$ cat src/rtl/fbu_pkg.sv
`timescale 1ns/1ps
package fbu_pkg;
   // Default opcode field width and branch opcodes
   localparam int unsigned FBU_OP_W = 4;
   localparam logic [FBU_OP_W-1:0] FBU_OP_JMP = 4'b1100;
   localparam logic [FBU_OP_W-1:0] FBU_OP_JC  = 4'b1110;

   // Kind of pointer adjustment in the execute phase
   typedef enum logic [1:0] {
      BR_NONE     = 2'd0,
      BR_ALWAYS   = 2'd1,
      BR_ON_CARRY = 2'd2
   } br_kind_e;
endpackage

$ cat src/rtl/fbu_phase_seq.sv
`timescale 1ns/1ps
// Cyclic phase counter: fetch slots 0..NPH-2, then one execute slot
module fbu_phase_seq #(
   parameter int unsigned NPH = 3,
   parameter int unsigned PW  = 2
) (
   input  logic          clk,
   input  logic          rst,
   output logic [PW-1:0] phase,
   output logic          fetch,
   output logic          exec
);
   localparam logic [PW-1:0] LAST = PW'(NPH - 1);

   logic [PW-1:0] cnt;

   always_ff @(posedge clk) begin
      if (rst)              cnt <= '0;
      else if (cnt == LAST) cnt <= '0;
      else                  cnt <= cnt + PW'(1);
   end

   assign phase = cnt;
   assign exec  = (cnt == LAST);
   assign fetch = ~exec;
endmodule

$ cat src/rtl/fbu_lanes.sv
`timescale 1ns/1ps
// Instruction byte lanes selected by low address bits, plus the data byte
module fbu_lanes #(
   parameter int unsigned DW = 8,
   parameter int unsigned IW = 16
) (
   input  logic                      clk,
   input  logic                      rst,
   input  logic                      fetch_we,
   input  logic                      exec_we,
   input  logic [((IW/DW)>1 ? $clog2(IW/DW) : 1)-1:0] lane,
   input  logic [DW-1:0]             rd,
   output logic [IW-1:0]             instr,
   output logic [DW-1:0]             data_q
);
   localparam int unsigned NL = IW / DW;
   localparam int unsigned LW = (NL > 1) ? $clog2(NL) : 1;

   // Lane 0 (address LSBs zero) holds the most significant byte
   for (genvar k = 0; k < NL; k++) begin : g_lane
      logic [DW-1:0] q;
      always_ff @(posedge clk) begin
         if (rst)                                 q <= '0;
         else if (fetch_we && lane == LW'(k))     q <= rd;
      end
      assign instr[IW-1-k*DW -: DW] = q;
   end

   always_ff @(posedge clk) begin
      if (rst)          data_q <= '0;
      else if (exec_we) data_q <= rd;
   end
endmodule

$ cat src/rtl/fbu_ptr.sv
`timescale 1ns/1ps
// Instruction pointer: unit step during fetch, signed offset on a taken branch
module fbu_ptr #(
   parameter int unsigned AW = 8,
   parameter int unsigned DW = 8
) (
   input  logic          clk,
   input  logic          rst,
   input  logic          step,
   input  logic          take,
   input  logic [DW-1:0] off,
   output logic [AW-1:0] ip
);
   logic [AW-1:0] off_ext;
   assign off_ext = AW'($signed(off));

   always_ff @(posedge clk) begin
      if (rst)       ip <= '0;
      else if (step) ip <= ip + AW'(1);
      else if (take) ip <= ip + off_ext;
   end
endmodule

$ cat src/rtl/fbu_top.sv
`timescale 1ns/1ps
module fbu_top
   import fbu_pkg::*;
#(
   parameter int unsigned     AW     = 8,
   parameter int unsigned     DW     = 8,
   parameter int unsigned     IW     = 16,
   parameter int unsigned     OP_W   = FBU_OP_W,
   parameter logic [OP_W-1:0] OP_JMP = FBU_OP_JMP,
   parameter logic [OP_W-1:0] OP_JC  = FBU_OP_JC,
   localparam int unsigned    NB     = IW / DW,
   localparam int unsigned    PW     = $clog2(NB + 1)
) (
   input  logic          clk,
   input  logic          rst,
   input  logic [DW-1:0] mem_rdata,
   input  logic [AW-1:0] data_addr,
   input  logic          carry_in,
   output logic [AW-1:0] mem_addr,
   output logic [PW-1:0] phase,
   output logic [AW-1:0] ip,
   output logic [IW-1:0] instr,
   output logic [DW-1:0] data_byte
);
   localparam int unsigned LW = (NB > 1) ? $clog2(NB) : 1;

   initial begin
      if (IW % DW != 0)      $fatal(1, "instruction width must be a multiple of the byte width");
      if (NB < 2)            $fatal(1, "an instruction needs at least two bytes");
      if (OP_W + DW > IW)    $fatal(1, "opcode and offset fields overlap");
      if (LW > AW)           $fatal(1, "address too narrow for lane select");
   end

   logic     fetch, exec, take;
   br_kind_e kind;

   fbu_phase_seq #(.NPH(NB + 1), .PW(PW)) u_seq (
      .clk(clk), .rst(rst), .phase(phase), .fetch(fetch), .exec(exec)
   );

   // Address mux: pointer while fetching, operand address while executing
   assign mem_addr = exec ? data_addr : ip;

   fbu_lanes #(.DW(DW), .IW(IW)) u_lanes (
      .clk(clk), .rst(rst), .fetch_we(fetch), .exec_we(exec),
      .lane(mem_addr[LW-1:0]), .rd(mem_rdata),
      .instr(instr), .data_q(data_byte)
   );

   // Branch decode
   always_comb begin
      unique case (instr[IW-1 -: OP_W])
         OP_JMP:  kind = BR_ALWAYS;
         OP_JC:   kind = BR_ON_CARRY;
         default: kind = BR_NONE;
      endcase
   end

   assign take = exec && ((kind == BR_ALWAYS) || (kind == BR_ON_CARRY && carry_in));

   fbu_ptr #(.AW(AW), .DW(DW)) u_ptr (
      .clk(clk), .rst(rst), .step(fetch), .take(take),
      .off(instr[DW-1:0]), .ip(ip)
   );
endmodule

$ cat config.mk
export PLATFORM = sky130hd
export DESIGN_NAME = fbu_top
export DESIGN_NICKNAME = d
export VERILOG_FILES = /design/src/rtl/fbu_pkg.sv /design/src/rtl/fbu_phase_seq.sv /design/src/rtl/fbu_lanes.sv /design/src/rtl/fbu_ptr.sv /design/src/rtl/fbu_top.sv
export SDC_FILE = /design/constraint.sdc
export NUM_CORES = 1
export LEC_CHECK = 0
export BUFFER_PORTS_ARGS = -buffer_cell sky130_fd_sc_hd__buf_4
export CAP_MARGIN = 20
export CORE_AREA = 2 2 68 70
export CTS_CLUSTER_SIZE = 8
export DETAILED_ROUTE_END_ITERATION = 7
export DIE_AREA = 0 0 70 72
export HOLD_SLACK_MARGIN = 0.02
export PLACE_DENSITY = 0.68
export SYNTH_ARGS = -nofsm -noshare
export SYNTH_HDL_FRONTEND = slang
export SYNTH_SLANG_ARGS = --single-unit
$ cat constraint.sdc
create_clock -name clk -period 8.2 [get_ports clk]
set_input_delay 1.23 -clock clk [delete_from_list [all_inputs] [get_ports clk]]
set_output_delay 1.23 -clock clk [all_outputs]
set_load 0.02 [all_outputs]
### Word level (Yosys, flattened, before mapping)

Cells that the tools add are included.
Widths: inputs -> output; s select.

* add/subtract/negate cells: 3
* eq/ne operators: 6
* mux-type cells: 4
* bitwise gates (word level): 2
* reductions and logical operators: 6

Operators by type and width (count)
* $mux 8: 3
* $add 8x1->8 const B: 1
* $add 8x8->8: 1
* $eq 4x4->1 const B: 2
* $eq 2x2->1 const B: 2
* $logic_and 1x1->1: 4
* $pmux 2 s2: 1
* $add 2x1->2 const B: 1
* $eq 2x1->1 const B: 1
* $ne 2x1->1 const B: 1
* $not 1->1: 2
* $reduce_or 2->1: 1
* $logic_or 1x1->1: 1

* register bits: 34
* word-level logic and storage cells: 26

### Longest topological paths before layout

Gate-level depths: netlist of the first run.

* depth in word-level cells: 8
* gate-level depth with buffers: 13
* depth with buffers taken out: 11

### Cells and area by module

Synthesis of the first run repeated with hierarchy kept, for this count alone.

* cell total of the unflattened synthesis: 189
* area, all modules: 1849.3 µm²

Modules (own cells, without submodules)
* fbu_lanes: instances 1, cells an instance 90, area each 982.2 µm², seq. area each 480.5 µm²
* fbu_ptr: instances 1, cells an instance 79, area each 625.6 µm², seq. area each 160.2 µm²
* fbu_top: instances 1, cells an instance 12, area each 148.9 µm², seq. area each 0.0 µm²
* fbu_phase_seq: instances 1, cells an instance 8, area each 92.6 µm², seq. area each 40.0 µm²

### Worst setup path after synthesis of the first run

OpenSTA, ideal clock, no wires.

* path type: reg-to-output
* start point: register u_seq.cnt[0] (netlist: u_seq.phase[0])
* end point: output port mem_addr[1]
* data arrival time: 1.782 ns
* slack: 5.188 ns
* cell stages (with the launch flop): 6
* buffers on the path: 2
* cells stage by stage: dfxtp_1 inv_1 ha_1 clkbuf_1 buf_1 o21ai_0

* word-level cells in the longest chain between the ends: 2

Ends and longest elaborated chain
* from (decl): line fbu_phase_seq.sv:15 `logic [PW-1:0] cnt;`
* from (signal assigned): line fbu_phase_seq.sv:20 `else cnt <= cnt + PW'(1);`
* $eq 2x2->1: line fbu_phase_seq.sv:24 `assign exec = (cnt == LAST);`
* $mux 8: line fbu_top.sv:42 `assign mem_addr = exec ? data_addr : ip;`
* to (decl): line fbu_top.sv:19 `output logic [AW-1:0] mem_addr,`

Every way passes these cells.

### Worst setup path after layout of the first run

* start point: register u_seq.cnt[0] (netlist: u_seq.phase[0])
* end point: output port mem_addr[0]

The elaborated chain is that of the path after synthesis.

==> flow_summary.ini, run 1 <==
[finish]
fill_cells = 435
final_common_cell = buf_4
drive_gt1_frac = 0.293
nNetsFinal = 283
utilization = 0.519
final_cell_mix = buf_4, nand2_1, dfxtp_1
syn_to_final_growth_pct = 33.4
design_area_um2 = 2210
diodes = 0

[timing]
finalCritPeriodShare = 0.395
hold_violations = 0
setup_viol = 0
setup_tns_ns = 0
setup_ws_ns = 4.96
fin_crit_ns = 3.24
tightest_slew_ns = 0.620
fmax_mhz = 309
maxSlewViolCount = 0
rsz0062_at_grt = no
fin_worst_skew_ns = 0.00258
relSlewSlack = 0.584

[min_path]
whs_path_depth = 1
holdPathEnd = u_seq.phase[0]
holdCritPathClass = reg2reg
hp-start = u_seq.phase[0]

[clock_network]
h-tree-depth = 2
cts_sinks = 34
clkTransAtPathRegs_ns = 0.07
holdBufCountCts = 0
clk_path_buf_depth = 2
clkLatencyLatePin_ns = 0.28
cts_resized = 0
cts_tree = built
clockRootBuffer = clkbuf_8
post-cts-setup-buffers = 0
cts_buffers = 5

[placement]
globalplace.congestion = 0.811
dp.final_hpwl_um = 2920
io_buffers = 60
placedInstanceArea_um2 = 2120
pre_cts_slack_ns = 5.23

[detailed_routing]
wl_met2_um = 1940
wl_um = 3990
wl_per_cell_um = 13.0
viasPerCell = 5.06
drtIter0Drc = 64
vias = 1559
top_layer_used = met4
wl_met1_um = 1680
dr.pass1.iters = 4
ant_nets = 0
route.met3.wl_um = 329
drc = 0

[floorplan]
core.rowCount = 24
fp.dieW_um = 70
die_h_um = 72
dieArea_um2 = 5040
coreArea_um2 = 4260
start_util = 0.389
io_pins = 61

[critical_path]
critPathLaunchType = register
endpoint_kind = output port
worstPathArrival_ns = 2.01
r2r_end = u_ptr.ip[7]
r2r_slack_ns = 5.30
worst-setup-path-type = reg2out
r2r-start = u_seq.phase[0]
crit_fanout = 35
worst-r2r-cell-count = 10
critical_path_required_ns = 6.97

[yosys]
syn_area_per_cell_um2 = 8.30
syn_inst = 200
yosys_register_bits = 34
yosys-top-cells-area = dfxtp_1, nand2_1, a21oi_1, ha_1, mux2i_1
synth_nets = 228
seq_area_frac_synth = 0.410
yosysTopAreaCellShare = 0.410
ys_types = 32
yosysTopAreaCell = dfxtp_1
yosysWarnings = 0
netlist_area_um2 = 1660

[power]
fin_total_pwr_w = 0.000557
p_sw_frac = 0.371
p_sw_w = 0.000207
p_per_area_nw_per_um2 = 252
seq_power_share = 0.387
p_leak_nw = 0.989
peakVddDrop_mv = 0.116
p_comb_frac = 0.382
p_int_w = 0.000350
pwr-share-clk = 0.231

[run]
drv_cap = 0

[global_routing]
grt.total_usage = 0.166
grt_pass1_wl_um = 6710
grt-ovfl-total = 0
grt_pass1_vias = 1478
grt_antenna_before_repair = 0
grt_start_max_net_pins = 38

[status]
outcome = complete, no violations
[cells in the mapped netlist]
cell / instances
mux2_1: 1
mux2_2: 5
o311ai_0: 1
a2111oi_0: 1
o21ai_0: 14
fa_1: 1
a211oi_1: 3
nor2b_4: 1
buf_6: 1
nor2b_1: 4
or3_1: 1
nand3b_1: 1
clkbuf_1: 8
nand2_1: 38
mux2i_1: 8
o31ai_2: 1
inv_1: 5
ha_1: 8
a21oi_1: 23
o31a_1: 2
nand2b_1: 2
dfxtp_1: 34
nand3_1: 1
and2_1: 7
nor2_1: 15
o21a_1: 2
nor3_1: 5
buf_1: 3
o211ai_1: 1
xnor2_1: 1
or4_1: 1
buf_4: 1
[worst max-delay path, cell delays in order, from the launching register on]
cell      delay [ns]
dfxtp_1         0.32
inv_1           0.05
ha_1            0.31
buf_4           0.42
nand2b_1        0.35
nand2_1         0.08
buf_4           0.17
[logic make-up after synthesis]
| logic type | count (synthesis) | synth area share |
|---|---|---|
| AO/OA/AOI/OAI | 48 | 0.167 |
| XOR/XNOR | 1 | 0.00528 |
| multiplexers | 14 | 0.0890 |
| adder cells (fa/ha/maj) | 9 | 0.0724 |
| buffers and inverters | 18 | 0.0475 |
| flip-flops | 34 | 0.410 |
| AND/OR/NAND/NOR | 76 | 0.208 |
[final cells by class]
cell class | instances | area [µm²] | area share
timing repair buffer | 61 | 458 | 0.207
tap | 52 | 65.1 | 0.0294
inverter | 5 | 18.8 | 0.00848
multi-input combinational | 148 | 900 | 0.406
clock inverter | 1 | 5.00 | 0.00226
clock buffer | 7 | 86.3 | 0.0390
sequential | 34 | 681 | 0.308
[metrics by stage]
| step | hold slack (ns) | std cells |
|---|---|---|
| floorplan | 0.542 | 200 |
| finish | 0.451 | 308 |
| detailed placement | 0.440 | 300 |
| CTS | 0.453 | 308 |
| global placement | 0.432 | 300 |
| global route | 0.473 | 308 |
[routing by layer]
metal,vias to the layer above,track usage
met4,0,0.0577
met2,48,0.279
met3,4,0.0653
li1,793,-
met5,-,0
met1,714,0.195
[state kept, by name (all words and copies together) (netlist names)]
signal	cells
u_lanes.data_q	8
u_seq.phase	2
u_lanes.g_lane.q	16
u_ptr.ip	8
[power by group through the flow]
stage | sequential (W) | clock (W) | combinational, W
after floorplan | 0.000244 | 0 | 0.000111
after global placement | 0.000219 | 0 | 0.000212
after detailed placement | 0.000219 | 0 | 0.000215
after CTS | 0.000216 | 0.000133 | 0.000216
after global routing | 0.000220 | 0.000137 | 0.000236
final | 0.000216 | 0.000129 | 0.000213
[worst max-delay path by stage]
stage / start / slack [ns] / to / cells past startpoint
floorplan: u_seq.phase[0] / 5.19 / mem_addr[1] / 5
global placement: data_addr[4] / 5.23 / mem_addr[4] / 3
detailed placement: data_addr[2] / 5.23 / mem_addr[2] / 3
CTS: u_seq.phase[0] / 4.93 / mem_addr[0] / 6
global route: u_seq.phase[0] / 4.79 / mem_addr[0] / 6
finish: u_seq.phase[0] / 4.96 / mem_addr[0] / 6
Power figures use the tool's default switching activity.
==> run 2: changes to the inputs <==
- ABC_AREA: not set -> 1
- CORE_AREA: 2 2 68 70 -> 2 2 69 71
- DIE_AREA: 0 0 70 72 -> 0 0 71 73
- PLACE_DENSITY: 0.68 -> 0.71
- clock period: 8.2 -> 2.9 ns (I/O delays scaled with it)
==> run 2 against run 1 <==
Against the previous run: worst hold slack got worse by 0.12 ns; first-iteration DRC count up 7.8%; highest routed layer unchanged; worst setup slack lost 4.4 ns; power rose to 3.7 times the previous value; die area increased by 2.8%; global-route usage up 0.77 points; via count rose by 9.8%; utilization shrank 0.35 points.
==> flow_summary.ini, run 2 <==
[status]
outcome = complete, no violations

[yosys]
seq_area_frac_synth = 0.394
synth.most_common_cell = nor2_1
ys.flop_type = dfxtp_1
yosysTopAreaCellShare = 0.394
synth_nets = 280
netlist_area_um2 = 1730
yosysWarnings = 0
yosysTopAreaCell = dfxtp_1
syn_inst = 252
synthTopCellsByCount = nor2_1, nand2_1, dfxtp_1, o21ai_0, inv_1
ys_types = 26
syn_area_per_cell_um2 = 6.85
yosys-top-cells-area = dfxtp_1, nor2_1, nand2_1, o21ai_0, inv_1
synth_edf_count = 0
yosys_register_bits = 34
synthArstFlopShare = 0

[clock_network]
cts_sinks = 34
holdBufCountCts = 0
clkLatencyLatePin_ns = 0.29
cts_tree = built
cts_resized = 0
clkTransAtPathRegs_ns = 0.07
cts_buffers = 5
h-tree-depth = 2
clk_path_buf_depth = 2
clockRootBuffer = clkbuf_8
post-cts-setup-buffers = 0

[detailed_routing]
drtIter0Drc = 69
ant_nets = 0
drc = 0
wl_um = 4400
viasPerCell = 4.66
vias = 1712
dr.pass1.iters = 4
wl_per_cell_um = 12.0

[critical_path]
worstPathArrival_ns = 1.88
endpoint_kind = output port
crit_slowest_cell = ha_1
critPathLaunchType = register
slowest_delay_ns = 0.49
cp_top_family = buffers and inverters
critical_path_required_ns = 2.47
worst-setup-path-type = reg2out
path_buf_inv = 4
crit_chain = inv_1 -> ha_1 -> inv_1 -> buf_4 -> nand2_2 -> nand2_1 -> buf_4
crit_fanout = 14

[timing]
fin_crit_ns = 2.32
finalCritPeriodShare = 0.800
setup_viol = 0
setup_ws_ns = 0.580
hold_violations = 0
setup_tns_ns = 0
maxSlewViolCount = 0
fmax_mhz = 431
tightest_slew_ns = 0.760
relSlewSlack = 0.493
rsz0062_at_grt = no
fin_worst_skew_ns = 0.00215

[run]
drv_cap = 0

[min_path]
holdCritPathClass = in2reg

[finish]
fill_cells = 466
largest_reg_flops = 16
seq_area_um2 = 681
regMostFlops = u_lanes.g_lane.q
drive_gt1_frac = 0.236
final_cells = 367
final_cell_mix = buf_4, nor2_1, nand2_1
nNetsFinal = 340
syn_to_final_growth_pct = 35.5
final_common_cell = buf_4
reg_top3 = u_lanes.g_lane.q x16, u_lanes.data_q x8, u_ptr.ip x8
multiInputGateArea_um2 = 870
diodes = 0

[power]
p_leak_nw = 1.25
peakVddDrop_mv = 0.412
p_per_area_nw_per_um2 = 892

[floorplan]
core.rowCount = 25
die_h_um = 73
start_util = 0.380
coreArea_um2 = 4540
dieArea_um2 = 5180
io_pins = 61
fp.dieW_um = 71

[global_routing]
grt_pass1_vias = 1546
grt_pass1_wl_um = 7000
grt_antenna_before_repair = 0
grt-ovfl-total = 0
grt_start_max_net_pins = 32
grt.total_usage = 0.174

[placement]
dp.final_hpwl_um = 3210
globalplace.congestion = 0.842
io_buffers = 60
pre_cts_slack_ns = 0.623
dp.cells = 359
[run 2: path summary, 6_finish.rpt]
path                  start              to  slack (ns)  cells after the start
max          u_seq.phase[0]     mem_addr[0]        0.58                      7
min                     rst     u_ptr.ip[0]        0.33                      2
max reg2reg  u_seq.phase[0]     u_ptr.ip[6]        0.61                     14
min reg2reg  u_seq.phase[0]  u_seq.phase[0]        0.46                      1
[run 2: layout make-up]
type	count	area share
repair buffers	62	0.199
well taps	54	0.0289
multi-input cells	179	0.372
clock buffers	6	0.0353
inverters	30	0.0482
flip-flops and latches	34	0.291
clock inverters	2	0.0257
[run 2: metal layers]
metal | wire length, µm | up-vias | share of wire | track usage
li1 | - | 911 | - | -
met1 | 1950 | 753 | 0.44 | 0.215
met2 | 2160 | 43 | 0.49 | 0.288
met3 | 223 | 5 | 0.051 | 0.0401
met4 | 76 | 0 | 0.017 | 0.0818
met5 | 0 | - | 0 | 0
[run 2: metrics by stage]
step	utilization	hold WS [ns]	power, W	cell area [µm²]
5_1_grt	0.516	0.325	0.00222	2340
6_report	0.516	0.327	0.00209	2340
3_5_place_dp	0.484	0.451	0.00155	2200
4_1_cts	0.516	0.315	0.00210	2340
3_3_place_gp	0.484	0.428	0.00153	2200
2_1_floorplan	-	0.504	0.00122	1730
[run 2: worst register-to-register path: cells and delay by family (launching register included)]
| kind | cells | cell delay [ns] |
|---|---|---|
| buffers and inverters | 5 | 0.34 |
| DFF | 1 | 0.33 |
| and+or+nand+nor | 6 | 0.62 |
| adders and majority gates | 3 | 0.91 |
[run 2: kinds of logic after synthesis]
group                      share of synthesized area
AOI/OAI and AO/OA                              0.126
xor gates and xnor gates                      0.0102
adders and majority gates                     0.0696
buffers and inverters                          0.102
DFF                                            0.394
and+or+nand+nor                                0.298
[run 2: report_power, final]
part	internal [W]	switching, W	leakage (nW)
Clock	0.000367	0.000184	0.0714
Combinational	0.000344	0.000515	0.895
Sequential	0.000582	0.0000934	0.281
Total	0.00129	0.000793	1.25
==> run 3: changes to the inputs <==
- PLACE_DENSITY: 0.71 -> 0.68
- clock period: 2.9 -> 2.3 ns (I/O delays scaled with it)
==> run 3 against run 2 <==
Against the previous run: first-iteration DRC count decreased by 33%; cell area decreased by 0.32%; register-to-register slack got worse by 0.28 ns; highest routed layer unchanged.
==> flow_summary.ini, run 3 (same netlist as run 2, synthesis figures left out) <==
[clock_network]
post-cts-setup-buffers = 0
clk_path_buf_depth = 2
clkLatencyLatePin_ns = 0.28
h-tree-depth = 2
holdBufCountCts = 0
cts_tree = built
cts_buffers = 5
clkTransAtPathRegs_ns = 0.07
cts_resized = 0
cts_sinks = 34
clockRootBuffer = clkbuf_8

[critical_path]
cp_top_family = adder cells
critPathLaunchType = register
worstPathArrival_ns = 2.15
path_buf_inv = 5
critical_path_required_ns = 2.48
endpoint_kind = register
cpMostUsedCell = nand2_1
slowest_delay_ns = 0.35
crit_fanout = 14
worst-setup-path-type = reg2reg
crit_chain = inv_1 -> ha_1 -> buf_4 -> nand2_1 -> inv_1 -> ha_1 -> nand2_1 -> inv_1 -> a21oi_1 -> nand2_1 -> nand2_1 -> nand3_1 -> nand2_1 -> inv_1
crit_slowest_cell = dfxtp_1

[floorplan]
io_pins = 61
fp.dieW_um = 71
die_h_um = 73
coreArea_um2 = 4540
dieArea_um2 = 5180
start_util = 0.380
core.rowCount = 25

[global_routing]
grt_pass1_wl_um = 6750
grt-ovfl-total = 0
grt_pass1_vias = 1543
grt_antenna_before_repair = 0
grt.total_usage = 0.164
grt_start_max_net_pins = 32

[detailed_routing]
vias = 1699
drtIter0Drc = 46
viasPerCell = 4.60
drc = 0
wl_per_cell_um = 11.2
ant_nets = 0
dr.pass1.iters = 4
wl_um = 4120

[power]
p_int_w = 0.00152
peakVddDrop_mv = 0.645
fin_total_pwr_w = 0.00249
p_comb_frac = 0.434
p_per_area_nw_per_um2 = 1070
p_leak_nw = 1.25
p_sw_w = 0.000971
pwr-share-clk = 0.225
seq_power_share = 0.342
p_sw_frac = 0.390

[timing]
fin_crit_ns = 1.97
maxSlewViolCount = 0
fmax_mhz = 509
tightest_slew_ns = 0.312
finalCritPeriodShare = 0.855
rsz0062_at_grt = no
hold_slack_ns = 0.244
hold_violations = 0
fin_worst_skew_ns = 0.00479
relSlewSlack = 0.790
setup_viol = 0
setup_tns_ns = 0

[finish]
nNetsFinal = 343
fill_cells = 470
largest_reg_flops = 16
diodes = 0
reg_top3 = u_lanes.g_lane.q x16, u_lanes.data_q x8, u_ptr.ip x8
drive_gt1_frac = 0.241
syn_to_final_growth_pct = 35.1
final_cells = 369
regMostFlops = u_lanes.g_lane.q
final_common_cell = buf_4
final_cell_mix = buf_4, nor2_1, nand2_1

[status]
outcome = complete, no violations

[placement]
io_buffers = 60
dp.final_hpwl_um = 3130
globalplace.congestion = 0.804
dp.cells = 362

[run]
drv_cap = 0

[min_path]
holdCritPathClass = in2reg
run 3: cell count changes in the layout (fill, tap and decap cells not counted):
cell,previous run,this run
buf_4,62,65
bufinv_16,2,1
run 3: cell type report:
cell class	count	area, µm²	area share
inverter	30	113	0.0483
multi-input combinational	179	870	0.373
tap	54	67.6	0.0290
sequential	34	681	0.292
clock inverter	1	30.0	0.0129
timing repair buffer	65	488	0.209
clock buffer	6	82.6	0.0354
run 3: worst register-to-register path, cell delays in order (launching register included):
cell     delay [ns]
dfxtp_1        0.35
inv_1          0.05
ha_1           0.21
buf_4          0.19
nand2_1        0.07
inv_1          0.04
ha_1           0.33
nand2_1        0.11
inv_1          0.04
a21oi_1        0.19
nand2_1        0.07
nand2_1        0.06
nand3_1        0.06
nand2_1        0.06
inv_1          0.03
run 3: per-stage QoR:
stage               setup slack, ns  utilization  instance area [µm²]
global placement              0.377        0.489                 2220
detailed placement            0.319        0.489                 2220
global route                  0.124        0.514                 2330
CTS                           0.302        0.514                 2330
floorplan                     0.127            -                 1730
finish                        0.334        0.514                 2330
run 3: power by group through the flow:
stage          registers [W]  clock network (W)  logic, W
2_1_floorplan        0.00102                  0  0.000519
3_3_place_gp        0.000867                  0   0.00108
3_5_place_dp        0.000866                  0   0.00109
4_1_cts             0.000854           0.000569   0.00110
5_1_grt             0.000873           0.000595   0.00121
6_report            0.000851           0.000559   0.00108
run 3: final timing paths:
check	from	end	slack, ns	depth (start not counted)
setup / recovery	u_seq.phase[0]	u_ptr.ip[7]	0.33	14
hold reg to reg	u_seq.phase[0]	u_seq.phase[0]	0.45	1
hold / removal	rst	u_ptr.ip[0]	0.24	2
setup reg to reg	u_seq.phase[0]	u_ptr.ip[7]	0.33	14
run 3: layer usage:
| layer | share of wire | track usage | vias up | wire, µm |
|---|---|---|---|---|
| li1 | - | - | 909 | - |
| met1 | 0.44 | 0.195 | 750 | 1830 |
| met2 | 0.50 | 0.290 | 36 | 2070 |
| met3 | 0.047 | 0.0470 | 4 | 195 |
| met4 | 0.0073 | 0.0440 | 0 | 30 |
| met5 | 0 | 0 | - | 0 |
